File: src/rtl/i2cq_pkg.sv
package i2cq_pkg;

    localparam int CMD_W  = 9;
    localparam int BYTE_W = 8;
    localparam int ADDR_W = 7;
    localparam int STAT_W = 6;

    localparam int ST_MACT   = 5;
    localparam int ST_RFULL  = 4;
    localparam int ST_RNEMP  = 3;
    localparam int ST_TEMPTY = 2;
    localparam int ST_TNFULL = 1;
    localparam int ST_ACT    = 0;

    typedef struct packed {
        logic              rd;
        logic [BYTE_W-1:0] data;
    } cmd_t;

    typedef enum logic [2:0] {
        SQ_IDLE,
        SQ_START,
        SQ_ADDR,
        SQ_WBYTE,
        SQ_RBYTE,
        SQ_DISPATCH,
        SQ_STOP
    } seq_state_e;

    function automatic logic is_byte_state(input seq_state_e s);
        return (s == SQ_ADDR) || (s == SQ_WBYTE) || (s == SQ_RBYTE);
    endfunction

endpackage

File: src/rtl/i2cq_fifo.sv
module i2cq_fifo #(
    parameter int WIDTH = 8,
    parameter int DEPTH = 16,
    localparam int AW = (DEPTH > 1) ? $clog2(DEPTH) : 1,
    localparam int CW = $clog2(DEPTH + 1)
) (
    input  logic             clk,
    input  logic             rst,
    input  logic             push,
    input  logic [WIDTH-1:0] din,
    input  logic             pop,
    input  logic             flush,
    output logic [WIDTH-1:0] dout,
    output logic             empty,
    output logic             full
);

    logic [WIDTH-1:0] mem [DEPTH];
    logic [AW-1:0]    wr_ptr, rd_ptr;
    logic [CW-1:0]    count;
    logic             do_push, do_pop;

    assign empty   = (count == '0);
    assign full    = (count == CW'(DEPTH));
    assign do_push = push && !full;
    assign do_pop  = pop && !empty;
    assign dout    = mem[rd_ptr];

    function automatic logic [AW-1:0] bump(input logic [AW-1:0] p);
        return (p == AW'(DEPTH - 1)) ? '0 : p + AW'(1);
    endfunction

    always_ff @(posedge clk) begin
        if (do_push) begin
            mem[wr_ptr] <= din;
        end
    end

    always_ff @(posedge clk) begin
        if (rst || flush) begin
            wr_ptr <= '0;
            rd_ptr <= '0;
            count  <= '0;
        end else begin
            if (do_push) wr_ptr <= bump(wr_ptr);
            if (do_pop)  rd_ptr <= bump(rd_ptr);
            case ({do_push, do_pop})
                2'b10:   count <= count + CW'(1);
                2'b01:   count <= count - CW'(1);
                default: count <= count;
            endcase
        end
    end

endmodule

File: src/rtl/i2cq_tick.sv
module i2cq_tick #(
    parameter int PHASE_W = 16
) (
    input  logic               clk,
    input  logic               rst,
    input  logic [PHASE_W-1:0] phase_len,
    output logic               tick
);

    logic [PHASE_W-1:0] cnt;
    logic [PHASE_W-1:0] lim;

    assign lim  = (phase_len == '0) ? '0 : phase_len - PHASE_W'(1);
    assign tick = (cnt >= lim);

    always_ff @(posedge clk) begin
        if (rst || tick) begin
            cnt <= '0;
        end else begin
            cnt <= cnt + PHASE_W'(1);
        end
    end

endmodule

File: src/rtl/i2cq_sequencer.sv
module i2cq_sequencer
    import i2cq_pkg::*;
(
    input  logic              clk,
    input  logic              rst,
    input  logic              tick,
    input  cmd_t              tx_head,
    input  logic              tx_empty,
    input  logic              rx_full,
    input  logic [ADDR_W-1:0] target_addr,
    input  logic              stop_hold,
    input  logic              sda_in,
    output logic              tx_pop,
    output logic              tx_flush,
    output logic              rx_push,
    output logic [BYTE_W-1:0] rx_byte,
    output logic              nack_evt,
    output logic              ovf_evt,
    output logic              busy,
    output logic              scl_oe,
    output logic              sda_oe
);

    seq_state_e        state;
    logic [1:0]        q;
    logic [3:0]        bitn;
    logic [BYTE_W-1:0] shreg;
    logic              dir;
    logic              ack_drv;
    logic              sampled;
    logic              ack_slot;

    assign busy     = (state != SQ_IDLE);
    assign ack_slot = (bitn == 4'd8);

    // Bus drive: quarters 1 and 2 of each bit keep SCL released (high).
    always_comb begin
        scl_oe = 1'b0;
        sda_oe = 1'b0;
        case (state)
            SQ_IDLE: begin
                scl_oe = 1'b0;
                sda_oe = 1'b0;
            end
            SQ_START: begin
                scl_oe = (q == 2'd0) || (q == 2'd3);
                sda_oe = q[1];
            end
            SQ_STOP: begin
                scl_oe = (q == 2'd0);
                sda_oe = !q[1];
            end
            SQ_DISPATCH: begin
                scl_oe = 1'b1;
                sda_oe = 1'b0;
            end
            SQ_ADDR, SQ_WBYTE: begin
                scl_oe = (q == 2'd0) || (q == 2'd3);
                sda_oe = ack_slot ? 1'b0 : !shreg[BYTE_W-1];
            end
            SQ_RBYTE: begin
                scl_oe = (q == 2'd0) || (q == 2'd3);
                sda_oe = ack_slot ? ack_drv : 1'b0;
            end
            default: begin
                scl_oe = 1'b0;
                sda_oe = 1'b0;
            end
        endcase
    end

    always_ff @(posedge clk) begin
        if (rst) begin
            state    <= SQ_IDLE;
            q        <= '0;
            bitn     <= '0;
            shreg    <= '0;
            dir      <= 1'b0;
            ack_drv  <= 1'b0;
            sampled  <= 1'b1;
            tx_pop   <= 1'b0;
            tx_flush <= 1'b0;
            rx_push  <= 1'b0;
            rx_byte  <= '0;
            nack_evt <= 1'b0;
            ovf_evt  <= 1'b0;
        end else begin
            tx_pop   <= 1'b0;
            tx_flush <= 1'b0;
            rx_push  <= 1'b0;
            nack_evt <= 1'b0;
            ovf_evt  <= 1'b0;
            if (tick) begin
                case (state)
                    SQ_IDLE: begin
                        if (!tx_empty) begin
                            state <= SQ_START;
                            dir   <= tx_head.rd;
                            q     <= '0;
                        end
                    end
                    SQ_DISPATCH: begin
                        q <= '0;
                        if (tx_empty) begin
                            if (!stop_hold) state <= SQ_STOP;
                        end else if (tx_head.rd != dir) begin
                            state <= SQ_START;
                            dir   <= tx_head.rd;
                        end else begin
                            tx_pop <= 1'b1;
                            bitn   <= '0;
                            if (tx_head.rd) begin
                                state <= SQ_RBYTE;
                            end else begin
                                state <= SQ_WBYTE;
                                shreg <= tx_head.data;
                            end
                        end
                    end
                    SQ_START: begin
                        q <= q + 2'd1;
                        if (q == 2'd3) begin
                            state <= SQ_ADDR;
                            shreg <= {target_addr, dir};
                            bitn  <= '0;
                        end
                    end
                    SQ_STOP: begin
                        q <= q + 2'd1;
                        if (q == 2'd3) state <= SQ_IDLE;
                    end
                    default: begin
                        q <= q + 2'd1;
                        if (q == 2'd1) sampled <= sda_in;
                        if (q == 2'd3) begin
                            if (!ack_slot) begin
                                shreg <= {shreg[BYTE_W-2:0],
                                          (state == SQ_RBYTE) ? sampled : 1'b0};
                                bitn  <= bitn + 4'd1;
                                if (state == SQ_RBYTE && bitn == 4'd7) begin
                                    ack_drv <= !tx_empty && tx_head.rd;
                                end
                            end else if (state == SQ_RBYTE) begin
                                rx_byte <= shreg;
                                if (rx_full) ovf_evt <= 1'b1;
                                else         rx_push <= 1'b1;
                                state <= SQ_DISPATCH;
                            end else if (sampled) begin
                                nack_evt <= 1'b1;
                                tx_flush <= 1'b1;
                                state    <= SQ_STOP;
                                q        <= '0;
                            end else begin
                                state <= SQ_DISPATCH;
                            end
                        end
                    end
                endcase
            end
        end
    end

endmodule

File: src/rtl/i2c_cmdq_master.sv
module i2c_cmdq_master
    import i2cq_pkg::*;
#(
    parameter int TXQ_DEPTH = 16,
    parameter int RXQ_DEPTH = 16,
    parameter int PHASE_W   = 16
) (
    input  logic               clk,
    input  logic               rst,
    input  logic [PHASE_W-1:0] phase_len,
    input  logic               cmd_push,
    input  logic [CMD_W-1:0]   cmd_word,
    input  logic               rx_pop,
    output logic [BYTE_W-1:0]  rx_data,
    input  logic [ADDR_W-1:0]  addr_in,
    input  logic               addr_wr,
    input  logic               stop_hold,
    input  logic               flag_clr,
    input  logic               sda_in,
    output logic [STAT_W-1:0]  status,
    output logic               abort,
    output logic               rx_overflow,
    output logic               scl_oe,
    output logic               sda_oe
);

    logic              tick;
    cmd_t              tx_head;
    logic [CMD_W-1:0]  tx_head_raw;
    logic              tx_empty, tx_full, tx_pop, tx_flush;
    logic              rx_empty, rx_full, rx_push;
    logic [BYTE_W-1:0] rx_byte;
    logic              nack_evt, ovf_evt, busy;
    logic [ADDR_W-1:0] target_addr;

    assign tx_head = cmd_t'(tx_head_raw);

    i2cq_tick #(.PHASE_W(PHASE_W)) u_tick (
        .clk       (clk),
        .rst       (rst),
        .phase_len (phase_len),
        .tick      (tick)
    );

    i2cq_fifo #(.WIDTH(CMD_W), .DEPTH(TXQ_DEPTH)) u_txq (
        .clk   (clk),
        .rst   (rst),
        .push  (cmd_push),
        .din   (cmd_word),
        .pop   (tx_pop),
        .flush (tx_flush),
        .dout  (tx_head_raw),
        .empty (tx_empty),
        .full  (tx_full)
    );

    i2cq_fifo #(.WIDTH(BYTE_W), .DEPTH(RXQ_DEPTH)) u_rxq (
        .clk   (clk),
        .rst   (rst),
        .push  (rx_push),
        .din   (rx_byte),
        .pop   (rx_pop),
        .flush (1'b0),
        .dout  (rx_data),
        .empty (rx_empty),
        .full  (rx_full)
    );

    i2cq_sequencer u_seq (
        .clk         (clk),
        .rst         (rst),
        .tick        (tick),
        .tx_head     (tx_head),
        .tx_empty    (tx_empty),
        .rx_full     (rx_full),
        .target_addr (target_addr),
        .stop_hold   (stop_hold),
        .sda_in      (sda_in),
        .tx_pop      (tx_pop),
        .tx_flush    (tx_flush),
        .rx_push     (rx_push),
        .rx_byte     (rx_byte),
        .nack_evt    (nack_evt),
        .ovf_evt     (ovf_evt),
        .busy        (busy),
        .scl_oe      (scl_oe),
        .sda_oe      (sda_oe)
    );

    // Address may only move while nothing is queued or in flight.
    always_ff @(posedge clk) begin
        if (rst) begin
            target_addr <= '0;
        end else if (addr_wr && tx_empty && !busy) begin
            target_addr <= addr_in;
        end
    end

    always_ff @(posedge clk) begin
        if (rst) begin
            abort       <= 1'b0;
            rx_overflow <= 1'b0;
        end else begin
            if (nack_evt)      abort <= 1'b1;
            else if (flag_clr) abort <= 1'b0;
            if (ovf_evt)       rx_overflow <= 1'b1;
            else if (flag_clr) rx_overflow <= 1'b0;
        end
    end

    always_comb begin
        status            = '0;
        status[ST_MACT]   = busy;
        status[ST_RFULL]  = rx_full;
        status[ST_RNEMP]  = !rx_empty;
        status[ST_TEMPTY] = tx_empty;
        status[ST_TNFULL] = !tx_full;
        status[ST_ACT]    = busy || !tx_empty;
    end

endmodule

File: config.mk
export PLATFORM = sky130hd
export DESIGN_NAME = i2c_cmdq_master
export DESIGN_NICKNAME = d
export VERILOG_FILES = /design/src/rtl/i2cq_pkg.sv /design/src/rtl/i2cq_fifo.sv /design/src/rtl/i2cq_tick.sv /design/src/rtl/i2cq_sequencer.sv /design/src/rtl/i2c_cmdq_master.sv
export SDC_FILE = /design/constraint.sdc
export NUM_CORES = 1
export LEC_CHECK = 0
export ABC_AREA = 1
export BUFFER_PORTS_ARGS = -buffer_cell sky130_fd_sc_hd__buf_4
export CAP_MARGIN = 30
export CORE_MARGIN = 2
export CORE_UTILIZATION = 50
export DETAILED_ROUTE_END_ITERATION = 16
export PLACE_DENSITY_LB_ADDON = 0.08
export SLEW_MARGIN = 30
export SYNTH_ARGS = -nofsm -noshare
export SYNTH_HDL_FRONTEND = slang
export SYNTH_HIERARCHICAL = 1
export SYNTH_SLANG_ARGS = --single-unit
File: constraint.sdc
create_clock -name clk -period 2.9 [get_ports clk]
set_input_delay 0.29 -clock clk [delete_from_list [all_inputs] [get_ports clk]]
set_output_delay 0.29 -clock clk [all_outputs]
set_load 0.005 [all_outputs]
==> summary.md, run 1 <==
| Metric | Value |
|---|---|
| Worst slew pin tran | `0.842 ns` |
| Inserted Clock Buffers | `41` |
| Number of nets produced by synthesis | `1853` |
| Worst setup skew after layout | `0.0188 ns` |
| Relative area change from synthesis to final layout | `14.4%` |
| Seq/Total Area, Yosys | `0.580` |
| Skew-Pair Late Insertion Delay | `0.53 ns` |
| Final routed wire length divided by cell count | `16.1 µm` |
| Count of placed standard cells including taps | `2266` |
| Most common cell after layout, fill and taps aside | `nand2_1` |
| Maximum count of clock buffers along a single path | `3` |
| Post-route DRC | `0` |
| Capturing element type of the critical path | `primary output` |
| Setup repair after global routing missed its margin | `no` |
| Routability congestion estimate from global placement | `0.860` |
| Maximum fanout along the worst path | `44` |
| Overall die width | `190 µm` |
| Worst setup SP type | `register` |
| Summed area of non-filler cells in the final layout | `0.0197 mm²` |
| Final hold violation count | `0` |
| Arrival time worst endpoint | `2.40 ns` |
| CP top delay family | `flip-flops` |
| PnR worst setup slack | `0.214 ns` |
| Netlist area before placement | `0.0172 mm²` |
| Detail Placement HPWL | `24.8 mm` |
| Cell at the root of the clock tree | `clkbuf_16` |
| Number of buffer and inverter instances along the worst setup path | `2` |
| Final number of setup-violating endpoints | `0` |
| Final period util | `0.926` |
| Commonest cells after routing, fill and taps aside | `nand2_1, edfxtp_1, inv_1` |
| Count of buffers from port buffering | `57` |
| Fillcell total | `2917` |
| Pre-Repair DR Iteration Count | `5` |
| Count of inserted antenna diode cells | `0` |
| Clock tree from TritonCTS | `done` |
| Yosys reg bits | `363` |
| Worst r2r dst | `u_seq/bitn[1]$_SDFFE_PP0P_` |
| Final Slew Violations | `0` |
| Final Hold Slack | `0.0254 ns` |
| Worst vdd ir | `0.464 mV` |
| Stage delay of the slowest cell on the critical path | `0.63 ns` |
| All-Layer GR Usage | `0.211` |
| Share of post-route cells with drive strength above 1 | `0.147` |
| Max-slew headroom at the worst pin | `0.436` |
| Initial core utilization | `0.511` |
| Slowest-stage cell, CP | `dfxtp_4` |
| Critical setup path kind | `reg -> out` |
| Core region area | `0.0337 mm²` |
| Total negative setup slack | `0 ns` |
| Cell count after synthesis | `1771` |
| Origin of the worst min-delay path | `sda_in` |
| Vias after detailed routing | `12039` |
| Total design power | `11.3 mW` |
| Minimum setup slack after placement | `-0.0647 ns` |
| Cells along the critical path | `buf_4 > a21oi_1 > o21ai_0 > nand3_1 > nand3_1 > nand2_1 > buf_4` |
| Count of warnings emitted by yosys | `6` |
| Reg-to-reg slack, setup | `0.40 ns` |
| Area after detailed placement | `0.0182 mm²` |
| Layout Cells excl Fill | `2348` |
| Post-detailed-route count of antenna-violating nets | `0` |
| Maximum number of pins on one net before global-route repair | `65` |
| Highest achievable clock rate | `372 MHz` |
| Netlist cell types | `39` |
| Vias per cell | `5.13` |
| Number of nets in the finished design | `1950` |
| WP data required | `2.61 ns` |
| Leakage power | `7.76 nW` |
| Shortest clock period the worst path allows after layout | `2.69 ns` |
| Avg Cell Area, Syn | `9.72 µm²` |
| Number of clock sinks | `363` |
| Cell Pwr Density | `574 mW/mm²` |
| Residual overflow from global routing | `0` |
| H-tree depth | `2` |
| Count of standard-cell rows | `67` |
| Initial detailed-routing violation count | `896` |
| Total routed wirelength | `37.7 mm` |
| Number of max-cap violations | `0` |
| Hold path cells | `3` |
| Utilization after layout | `0.584` |
| Vias in the first global route | `11533` |
| First-pass GRT wire length | `60.4 mm` |
| Initial antenna violation count | `0` |
| Worst-case reg-to-reg path depth | `13` |
| HP Class | `in -> reg` |
| Die area | `0.0359 mm²` |
| Reg clk slew, reported paths | `0.06 ns` |
| Outcome | `complete, no violations` |
| IO Pins | `58` |
| Vertical die dimension | `190 µm` |
| CTS resizes | `0` |
| Hold Path Sink | `u_seq/sampled$_SDFFE_PP1P_` |
## per-layer routing
metal / up-vias / track usage / share of wire / wire, µm
met5: - / 0 / 0 / 0
met4: 0 / 0.0474 / 0.017 / 639
met3: 45 / 0.0256 / 0.038 / 1440
met2: 247 / 0.351 / 0.47 / 17700
met1: 5622 / 0.297 / 0.48 / 17900
li1: 6125 / - / - / -
## cell type report
cell class / instances / area (µm²) / area share
Clock inverter: 21 / 269 / 0.0137
Inverter: 272 / 1030 / 0.0521
Clock buffer: 54 / 1130 / 0.0572
Sequential cell: 363 / 10000 / 0.508
Tap cell: 448 / 561 / 0.0285
Multi-Input combinational cell: 1067 / 5730 / 0.291
Timing Repair Buffer: 123 / 978 / 0.0497
## sequential cells by signal, indices dropped and copies added, names as in the netlist, 5 cells and up, named ones only
signal,cells
u_txq/mem,144
u_rxq/mem,128
u_tick/cnt,16
u_seq/rx_byte,8
u_seq/shreg,8
target_addr,7
u_rxq/count,5
u_txq/count,5
## timing repair
item                                   4_1_cts  5_1_grt
setup endpoints to repair                    0        0
setup buffers                                0        0
endpoints found under the hold margin        7        0
hold buffers                                 7        0
## worst max path at each step
stage	start	cells after the start	slack, ns	to
floorplan	phase_len[0]	19	0.40	u_seq/bitn[1]$_SDFFE_PP0P_
global placement	phase_len[0]	19	0.004	u_seq/state[0]$_SDFFE_PP0P_
detailed placement	phase_len[0]	21	-0.06	u_seq/rx_byte[1]$_SDFFE_PP0P_
CTS	register	7	0.20	rx_data[4]
global route	register	7	0.08	rx_data[4]
finish	register	7	0.21	rx_data[4]
## worst reg2reg max path, delay by kind of cell (launching register included)
| kind | cells | cell delay [ns] |
|---|---|---|
| simple gates | 9 | 1.16 |
| flops | 1 | 0.61 |
| buf+inv | 2 | 0.17 |
| compound gates | 1 | 0.19 |
| fa+ha+maj | 1 | 0.29 |
## cell usage after synthesis (all sizes together)
cell type,instances,area share
o22ai,1,0.00036
dfxtp,91,0.11
edfxtp,272,0.47
nor3,11,0.0032
nand4,12,0.0047
nand3,181,0.058
xor2,21,0.011
a21oi,121,0.035
nand2,333,0.075
nor4,2,0.0016
inv,270,0.059
o21ai,91,0.026
nor3b,1,0.00044
nor2,167,0.042
xnor2,7,0.0036
conb,1,0.00022
ha,42,0.031
clkbuf,10,0.0022
o211ai,70,0.039
nand3b,4,0.0017
clkinv,2,0.00044
buf,59,0.025
or2,2,0.00073
## power by group
group	internal [mW]	switching, mW	total (mW)
Sequential	5.60	0.0251	5.62
Combinational	0.150	0.258	0.408
Clock	3.20	2.06	5.27
## cells by family after synthesis
family | after synthesis | share of synthesized area
buffers and inverters | 341 | 0.0868
AO/OA/AOI/OAI | 283 | 0.101
XOR/XNOR | 28 | 0.0142
other | 1 | 0.000218
flip-flops | 363 | 0.580
AND/OR/NAND/NOR | 713 | 0.187
adder cells (fa/ha/maj) | 42 | 0.0305
(Power assumes the default switching activity.)
==> run 2: changes to the inputs <==
--- a/config.mk
+++ b/config.mk
@@ -8,12 +8,12 @@
 export ABC_AREA = 1
 export BUFFER_PORTS_ARGS = -buffer_cell sky130_fd_sc_hd__buf_4
 export CAP_MARGIN = 30
+export CORE_ASPECT_RATIO = 1.25
 export CORE_MARGIN = 2
 export CORE_UTILIZATION = 50
 export DETAILED_ROUTE_END_ITERATION = 16
-export PLACE_DENSITY_LB_ADDON = 0.08
+export PLACE_DENSITY = 0.7
 export SLEW_MARGIN = 30
 export SYNTH_ARGS = -nofsm -noshare
 export SYNTH_HDL_FRONTEND = slang
-export SYNTH_HIERARCHICAL = 1
 export SYNTH_SLANG_ARGS = --single-unit
==> run 2 against run 1 <==
Net effect: sequential power grew 4%; first-iteration DRC count grew 9.2%; hold slack gained 0.035 ns; synthesized cell count shrank 10%; largest cell class unchanged; highest routed layer unchanged.
==> summary.md, run 2 <==
| Metric | Value |
|---|---|
| Largest regs | `u_txq.mem (144), u_rxq.mem (128), u_tick.cnt (16)` |
| Worst setup skew after layout | `0.0158 ns` |
| WP data required | `3.31 ns` |
| Cells along the critical path | `nor4_2 > nand2_1 > nand2_1 > inv_1 > ha_1 > ha_1 > nand2_1 > nor2_1 > a211oi_1 > xnor2_1 > o21ai_0 > inv_1` |
| Clock tree from TritonCTS | `done` |
| Worst setup SP type | `register` |
| Total negative setup slack | `0 ns` |
| IO Pins | `58` |
| Cell at the root of the clock tree | `clkbuf_16` |
| Layout Cells excl Fill | `2118` |
| Skew-Pair Late Insertion Delay | `0.53 ns` |
| Count of buffers from port buffering | `57` |
| Fraction of post-synthesis cell area in the top cell type by area | `0.505` |
| Summed area of non-filler cells in the final layout | `0.0185 mm²` |
| Residual overflow from global routing | `0` |
| Hold Path Sink | `target_addr[6]$_SDFFE_PP0P_` |
| Initial antenna violation count | `0` |
| Utilization after layout | `0.579` |
| Slowest-stage cell, CP | `ha_1` |
| HP Class | `in -> reg` |
| Vias in the first global route | `11379` |
| Met3 layer usage reported by global route | `0.0354` |
| First-pass GRT wire length | `58.0 mm` |
| Count of inserted antenna diode cells | `0` |
| R2R Path Start | `u_rxq.count[0]$_SDFFE_PP0P_` |
| Overall die width | `165 µm` |
| Worst slew pin tran | `0.784 ns` |
| Count of warnings emitted by yosys | `0` |
| Highest achievable clock rate | `378 MHz` |
| Core region area | `0.0319 mm²` |
| Hold path cells | `3` |
| Count of placed standard cells including taps | `2052` |
| Number of clock sinks | `363` |
| Netlist cell types | `41` |
| Vias per cell | `5.45` |
| Origin of the worst min-delay path | `addr_in[6]` |
| Most numerous cell on the critical path | `nand2_1` |
| Setup repair after global routing missed its margin | `no` |
| Met1 Resource Use GR | `0.261` |
| Worst vdd ir | `0.659 mV` |
| Vias after detailed routing | `11552` |
| Most common cell after layout, fill and taps aside | `edfxtp_1` |
| Reg-to-reg slack, setup | `0.26 ns` |
| Maximum fanout along the worst path | `5` |
| Commonest cells post-synth | `edfxtp_1, nor2_1, nand2_1, o21ai_0, inv_1` |
| Number of setup buffers added after CTS | `0` |
| Initial detailed-routing violation count | `978` |
| Final period util | `0.912` |
| Total routed wirelength | `36.4 mm` |
| Area after detailed placement | `0.0173 mm²` |
| Leakage power | `6.94 nW` |
| Final hold violation count | `0` |
| Final Slew Violations | `0` |
| Capturing element type of the critical path | `register` |
| Post-detailed-route count of antenna-violating nets | `0` |
| Top cells by area, synth | `edfxtp_1, dfxtp_1, nor2_1` |
| Initial core utilization | `0.508` |
| Library cell with the largest summed area after synthesis | `edfxtp_1` |
| Number of nets in the finished design | `1764` |
| Worst r2r dst | `u_rxq.count[3]$_SDFFE_PP0P_` |
| Avg Cell Area, Syn | `10.2 µm²` |
| Relative area change from synthesis to final layout | `14.1%` |
| Routability congestion estimate from global placement | `0.914` |
| Cell count after synthesis | `1586` |
| Arrival time worst endpoint | `3.06 ns` |
| Count of standard-cell rows | `73` |
| All-Layer GR Usage | `0.220` |
| H-tree depth | `2` |
| Total design power | `11.9 mW` |
| PnR worst setup slack | `0.255 ns` |
| Final Hold Slack | `0.0605 ns` |
| Commonest cells after routing, fill and taps aside | `edfxtp_1, nor2_1, nand2_1` |
| Number of max-cap violations | `0` |
| Maximum number of pins on one net before global-route repair | `53` |
| Cell Pwr Density | `645 mW/mm²` |
| Detail Placement HPWL | `24.6 mm` |
| Worst-case reg-to-reg path depth | `12` |
| Critical setup path kind | `reg -> reg` |
| Final number of setup-violating endpoints | `0` |
| Stage delay of the slowest cell on the critical path | `0.37 ns` |
| Netlist area before placement | `0.0162 mm²` |
| Max-slew headroom at the worst pin | `0.476` |
| Shortest clock period the worst path allows after layout | `2.64 ns` |
| Minimum setup slack after placement | `-0.0873 ns` |
| Die area | `0.0338 mm²` |
| Vertical die dimension | `205 µm` |
| Max reg flops | `144` |
| Yosys reg bits | `363` |
| Number of nets produced by synthesis | `1672` |
| Share of post-route cells with drive strength above 1 | `0.118` |
| Maximum count of clock buffers along a single path | `3` |
| Cell with the most instances after synthesis | `edfxtp_1` |
| Final routed wire length divided by cell count | `17.2 µm` |
| Top reg by flops | `u_txq.mem` |
| Ys async rst share | `0` |
| Inserted Clock Buffers | `36` |
| Reg clk slew, reported paths | `0.07 ns` |
| Global-route met2 utilization | `0.396` |
| Post-route DRC | `0` |
| Seq/Total Area, Yosys | `0.617` |
| Outcome | `complete, no violations` |
| Post-synth EDFFs | `272` |
| GRT Max-Usage Layer | `met2` |
| Pre-Repair DR Iteration Count | `5` |
| Dominant register cell in the synthesized netlist | `edfxtp_1` |
## run 2: routing by layer
metal,routed length [µm],part of all wire
met4,1310,0.036
met2,18700,0.51
met1,14600,0.40
met5,0,0
met3,1740,0.048
## run 2: repair_timing
item,in CTS,in global routing
hold buffers,0,0
endpoints found under the hold margin,0,0
endpoints found under the setup margin,0,7
resized for setup,0,5
## run 2: critical path, delay by kind of cell, from the launching register on
kind                     cells  cell delay [ns]
flip-flops                   1             0.34
AO/OA/AOI/OAI                2             0.41
adder cells (fa/ha/maj)      2             0.65
buffers and inverters        2             0.18
XOR/XNOR                     1             0.10
AND/OR/NAND/NOR              5             0.84
## run 2: final cells by class
| cell class | instances | area [µm²] |
|---|---|---|
| Clock inverter | 19 | 160 |
| Multi-Input combinational cell | 1013 | 5350 |
| Inverter | 149 | 564 |
| Timing Repair Buffer | 115 | 876 |
| Sequential cell | 363 | 10000 |
| Fill cell | 2630 | 13400 |
| Clock buffer | 47 | 1000 |
| Tap cell | 412 | 515 |
## run 2: cells by family (layout without fill, tap and decap cells)
logic type / Yosys count / in the layout / synth area share
adders and majority gates: 46 / 46 / 0.0365
AOI/OAI and AO/OA: 302 / 302 / 0.104
and+or+nand+nor: 616 / 616 / 0.160
DFF: 363 / 363 / 0.617
buffers and inverters: 210 / 330 / 0.0527
xor gates and xnor gates: 17 / 17 / 0.00920
muxes: 32 / 32 / 0.0198
## run 2: worst max-delay path by stage
stage | startpoint | to | depth (start not counted)
after CTS | u_rxq.count[0]$_SDFFE_PP0P_ | u_rxq.count[4]$_SDFFE_PP0P_ | 13
after global routing | u_txq.count[0]$_SDFFE_PP0P_ | u_txq.count[4]$_SDFFE_PP0P_ | 13
after detailed placement | phase_len[3] | u_seq.rx_byte[0]$_SDFFE_PP0P_ | 19
after global placement | phase_len[3] | u_seq.rx_byte[4]$_SDFFE_PP0P_ | 19
final | u_rxq.count[0]$_SDFFE_PP0P_ | u_rxq.count[3]$_SDFFE_PP0P_ | 12
after floorplan | phase_len[3] | u_tick.cnt[6]$_SDFF_PP0_ | 17
## run 2: report_power, final
group,total (mW),switching [mW],internal [mW]
Combinational,1.51,0.905,0.608
Sequential,5.82,0.165,5.65
Clock,4.59,1.94,2.65
Total,11.9,3.01,8.91
==> run 3: changes to the inputs <==
--- a/config.mk
+++ b/config.mk
@@ -17,3 +17,4 @@
 export SYNTH_ARGS = -nofsm -noshare
 export SYNTH_HDL_FRONTEND = slang
 export SYNTH_SLANG_ARGS = --single-unit
+export TNS_END_PERCENT = 5
==> constraint.sdc (replaced) <==
create_clock -name clk -period 2.9 [get_ports clk]
set_input_delay 0.145 -clock clk [delete_from_list [all_inputs] [get_ports clk]]
set_output_delay 0.145 -clock clk [all_outputs]
set_load 0.005 [all_outputs]
==> run 3 against run 2 <==
Net effect: clock power down 2%; register-to-register slack worse by 0.09 ns; power down 0.56%; sequential share of layout area down 0.53 points; highest routed layer unchanged; via count about the same; routed wire length down 0.48%.
==> summary.md, run 3 (synthesized netlist as in run 2, its figures left out) <==
| Metric | Value |
|---|---|
| Worst slew pin tran | `0.803 ns` |
| Stage delay of the slowest cell on the critical path | `0.42 ns` |
| Clock tree from TritonCTS | `done` |
| Origin of the worst min-delay path | `cmd_push` |
| H-tree depth | `2` |
| Worst-case reg-to-reg path depth | `15` |
| Number of setup buffers added after CTS | `0` |
| Max-slew headroom at the worst pin | `0.462` |
| Vias after detailed routing | `11547` |
| Count of buffers from port buffering | `57` |
| Max reg flops | `144` |
| Largest regs | `u_txq.mem (144), u_rxq.mem (128), u_tick.cnt (16)` |
| Initial detailed-routing violation count | `1048` |
| Overall die width | `165 µm` |
| Commonest cells after routing, fill and taps aside | `edfxtp_1, nor2_1, nand2_1` |
| Hold Path Sink | `u_txq.wr_ptr[1]$_SDFFE_PP0P_` |
| Number of max-cap violations | `0` |
| Vertical die dimension | `205 µm` |
| Final period util | `0.944` |
| Minimum setup slack after placement | `0.0231 ns` |
| Arrival time worst endpoint | `3.15 ns` |
| Maximum count of clock buffers along a single path | `3` |
| Total met3 wirelength after detailed routing | `1.54 mm` |
| Post-detailed-route count of antenna-violating nets | `0` |
| Initial core utilization | `0.508` |
| Post-route DRC | `0` |
| Number of nets in the finished design | `1784` |
| Worst setup SP type | `register` |
| Maximum fanout along the worst path | `19` |
| Top Metal Used | `met4` |
| Number of clock sinks | `363` |
| Core region area | `0.0319 mm²` |
| Relative area change from synthesis to final layout | `15.3%` |
| Outcome | `complete, no violations` |
| Count of inserted antenna diode cells | `0` |
| Most numerous cell on the critical path | `nand2_1` |
| Highest achievable clock rate | `365 MHz` |
| Worst vdd ir | `0.504 mV` |
| HP Class | `in -> reg` |
| Vias in the first global route | `11212` |
| Worst setup skew after layout | `0.0131 ns` |
| Final number of setup-violating endpoints | `0` |
| Vias per cell | `5.40` |
| Setup repair after global routing missed its margin | `yes` |
| WP data required | `3.31 ns` |
| Total routed wirelength | `36.2 mm` |
| Share of post-route cells with drive strength above 1 | `0.114` |
| Most common cell after layout, fill and taps aside | `edfxtp_1` |
| Final routed wire length divided by cell count | `16.9 µm` |
| PnR worst setup slack | `0.162 ns` |
| Reg-to-reg slack, setup | `0.16 ns` |
| Critical setup path kind | `reg -> reg` |
| Routed wl met2 | `18.4 mm` |
| First-pass GRT wire length | `57.2 mm` |
| Leakage power | `7.00 nW` |
| Shortest clock period the worst path allows after layout | `2.74 ns` |
| Cell Pwr Density | `635 mW/mm²` |
| Cells along the critical path | `inv_2 > nand2_1 > nand2_1 > nand2_1 > nand3_1 > nand3_1 > nand2_1 > inv_1 > ha_1 > o21ai_2 > nand2_2 > a21oi_4 > nand2_4 > nor2_1 > nor2_1` |
| Met1 layer wirelength in the final routing | `14.8 mm` |
| Cell at the root of the clock tree | `clkbuf_16` |
| Count of standard-cell rows | `73` |
| Pre-Repair DR Iteration Count | `5` |
| Worst r2r dst | `u_seq.shreg[5]$_SDFFE_PP0P_` |
| Final Slew Violations | `0` |
| Top reg by flops | `u_txq.mem` |
| Total negative setup slack | `0 ns` |
| Inserted Clock Buffers | `37` |
| Reg clk slew, reported paths | `0.06 ns` |
| Maximum number of pins on one net before global-route repair | `33` |
| Initial antenna violation count | `0` |
| Final hold violation count | `0` |
| Fillcell total | `2671` |
| Detail Placement HPWL | `24.6 mm` |
| Residual overflow from global routing | `0` |
| IO Pins | `58` |
| Die area | `0.0338 mm²` |
| Slowest-stage cell, CP | `dfxtp_4` |
| All-Layer GR Usage | `0.218` |
| Skew-Pair Late Insertion Delay | `0.52 ns` |
| Routability congestion estimate from global placement | `0.940` |
| Capturing element type of the critical path | `register` |
| Hold path cells | `3` |
==> run 3: repair_timing <==
item                                    4_1_cts  5_1_grt
hold buffers                                 21        1
hold endpoints to repair                    146        6
endpoints found under the setup margin        0        9
resized for setup                             0        3
==> run 3: area by class of cell <==
| class | count | area (µm²) | area share |
|---|---|---|---|
| inverter | 149 | 562 | 0.0301 |
| tap | 412 | 515 | 0.0276 |
| timing repair buffer | 134 | 1070 | 0.0576 |
| sequential | 363 | 10000 | 0.536 |
| clock inverter | 22 | 185 | 0.00993 |
| clock buffer | 45 | 966 | 0.0518 |
| multi-input combinational | 1013 | 5350 | 0.287 |
==> run 3: worst max path at each step <==
stage | end | slack (ns) | cells after the start
floorplan | u_tick.cnt[6]$_SDFF_PP0_ | 0.34 | 17
global placement | u_seq.state[1]$_SDFFE_PP0P_ | 0.11 | 23
detailed placement | u_seq.rx_byte[3]$_SDFFE_PP0P_ | 0.02 | 23
CTS | u_seq.shreg[5]$_SDFFE_PP0P_ | 0.11 | 15
global route | u_seq.shreg[7]$_SDFFE_PP0P_ | -0.03 | 16
finish | u_seq.shreg[5]$_SDFFE_PP0P_ | 0.16 | 15
==> run 3: through the flow <==
| step | hold slack [ns] | cell area (µm²) | power (mW) | utilization | std cells |
|---|---|---|---|---|---|
| floorplan | 0.244 | 16200 | 6.87 | - | 1586 |
| CTS | 0.000642 | 18600 | 11.9 | 0.584 | 2137 |
| global placement | 0.402 | 17300 | 7.37 | 0.542 | 2049 |
| detailed placement | 0.405 | 17300 | 7.41 | 0.542 | 2049 |
| global route | 0.0463 | 18600 | 12.3 | 0.585 | 2138 |
| finish | 0.0246 | 18600 | 11.9 | 0.585 | 2138 |
==> run 3: routing by layer <==
layer | vias up | GRT usage
li1 | 5685 | -
met1 | 5497 | 0.264
met2 | 279 | 0.387
met3 | 86 | 0.0269
met4 | 0 | 0.0950
met5 | - | 0
==> run 3: worst max-delay path, delay by kind of cell, from the launching register on <==
family	cells	cell delay (ns)
AOI/OAI and AO/OA	2	0.40
adders and majority gates	1	0.36
buffers and inverters	2	0.33
DFF	1	0.42
and+or+nand+nor	10	1.11
==> run 3: power breakdown <==
group          switching, mW  total [mW]  internal (mW)  leakage, nW
clock                   1.94        4.51           2.57        0.558
combinational          0.928        1.56          0.628         3.52
sequential             0.133        5.79           5.65         2.92
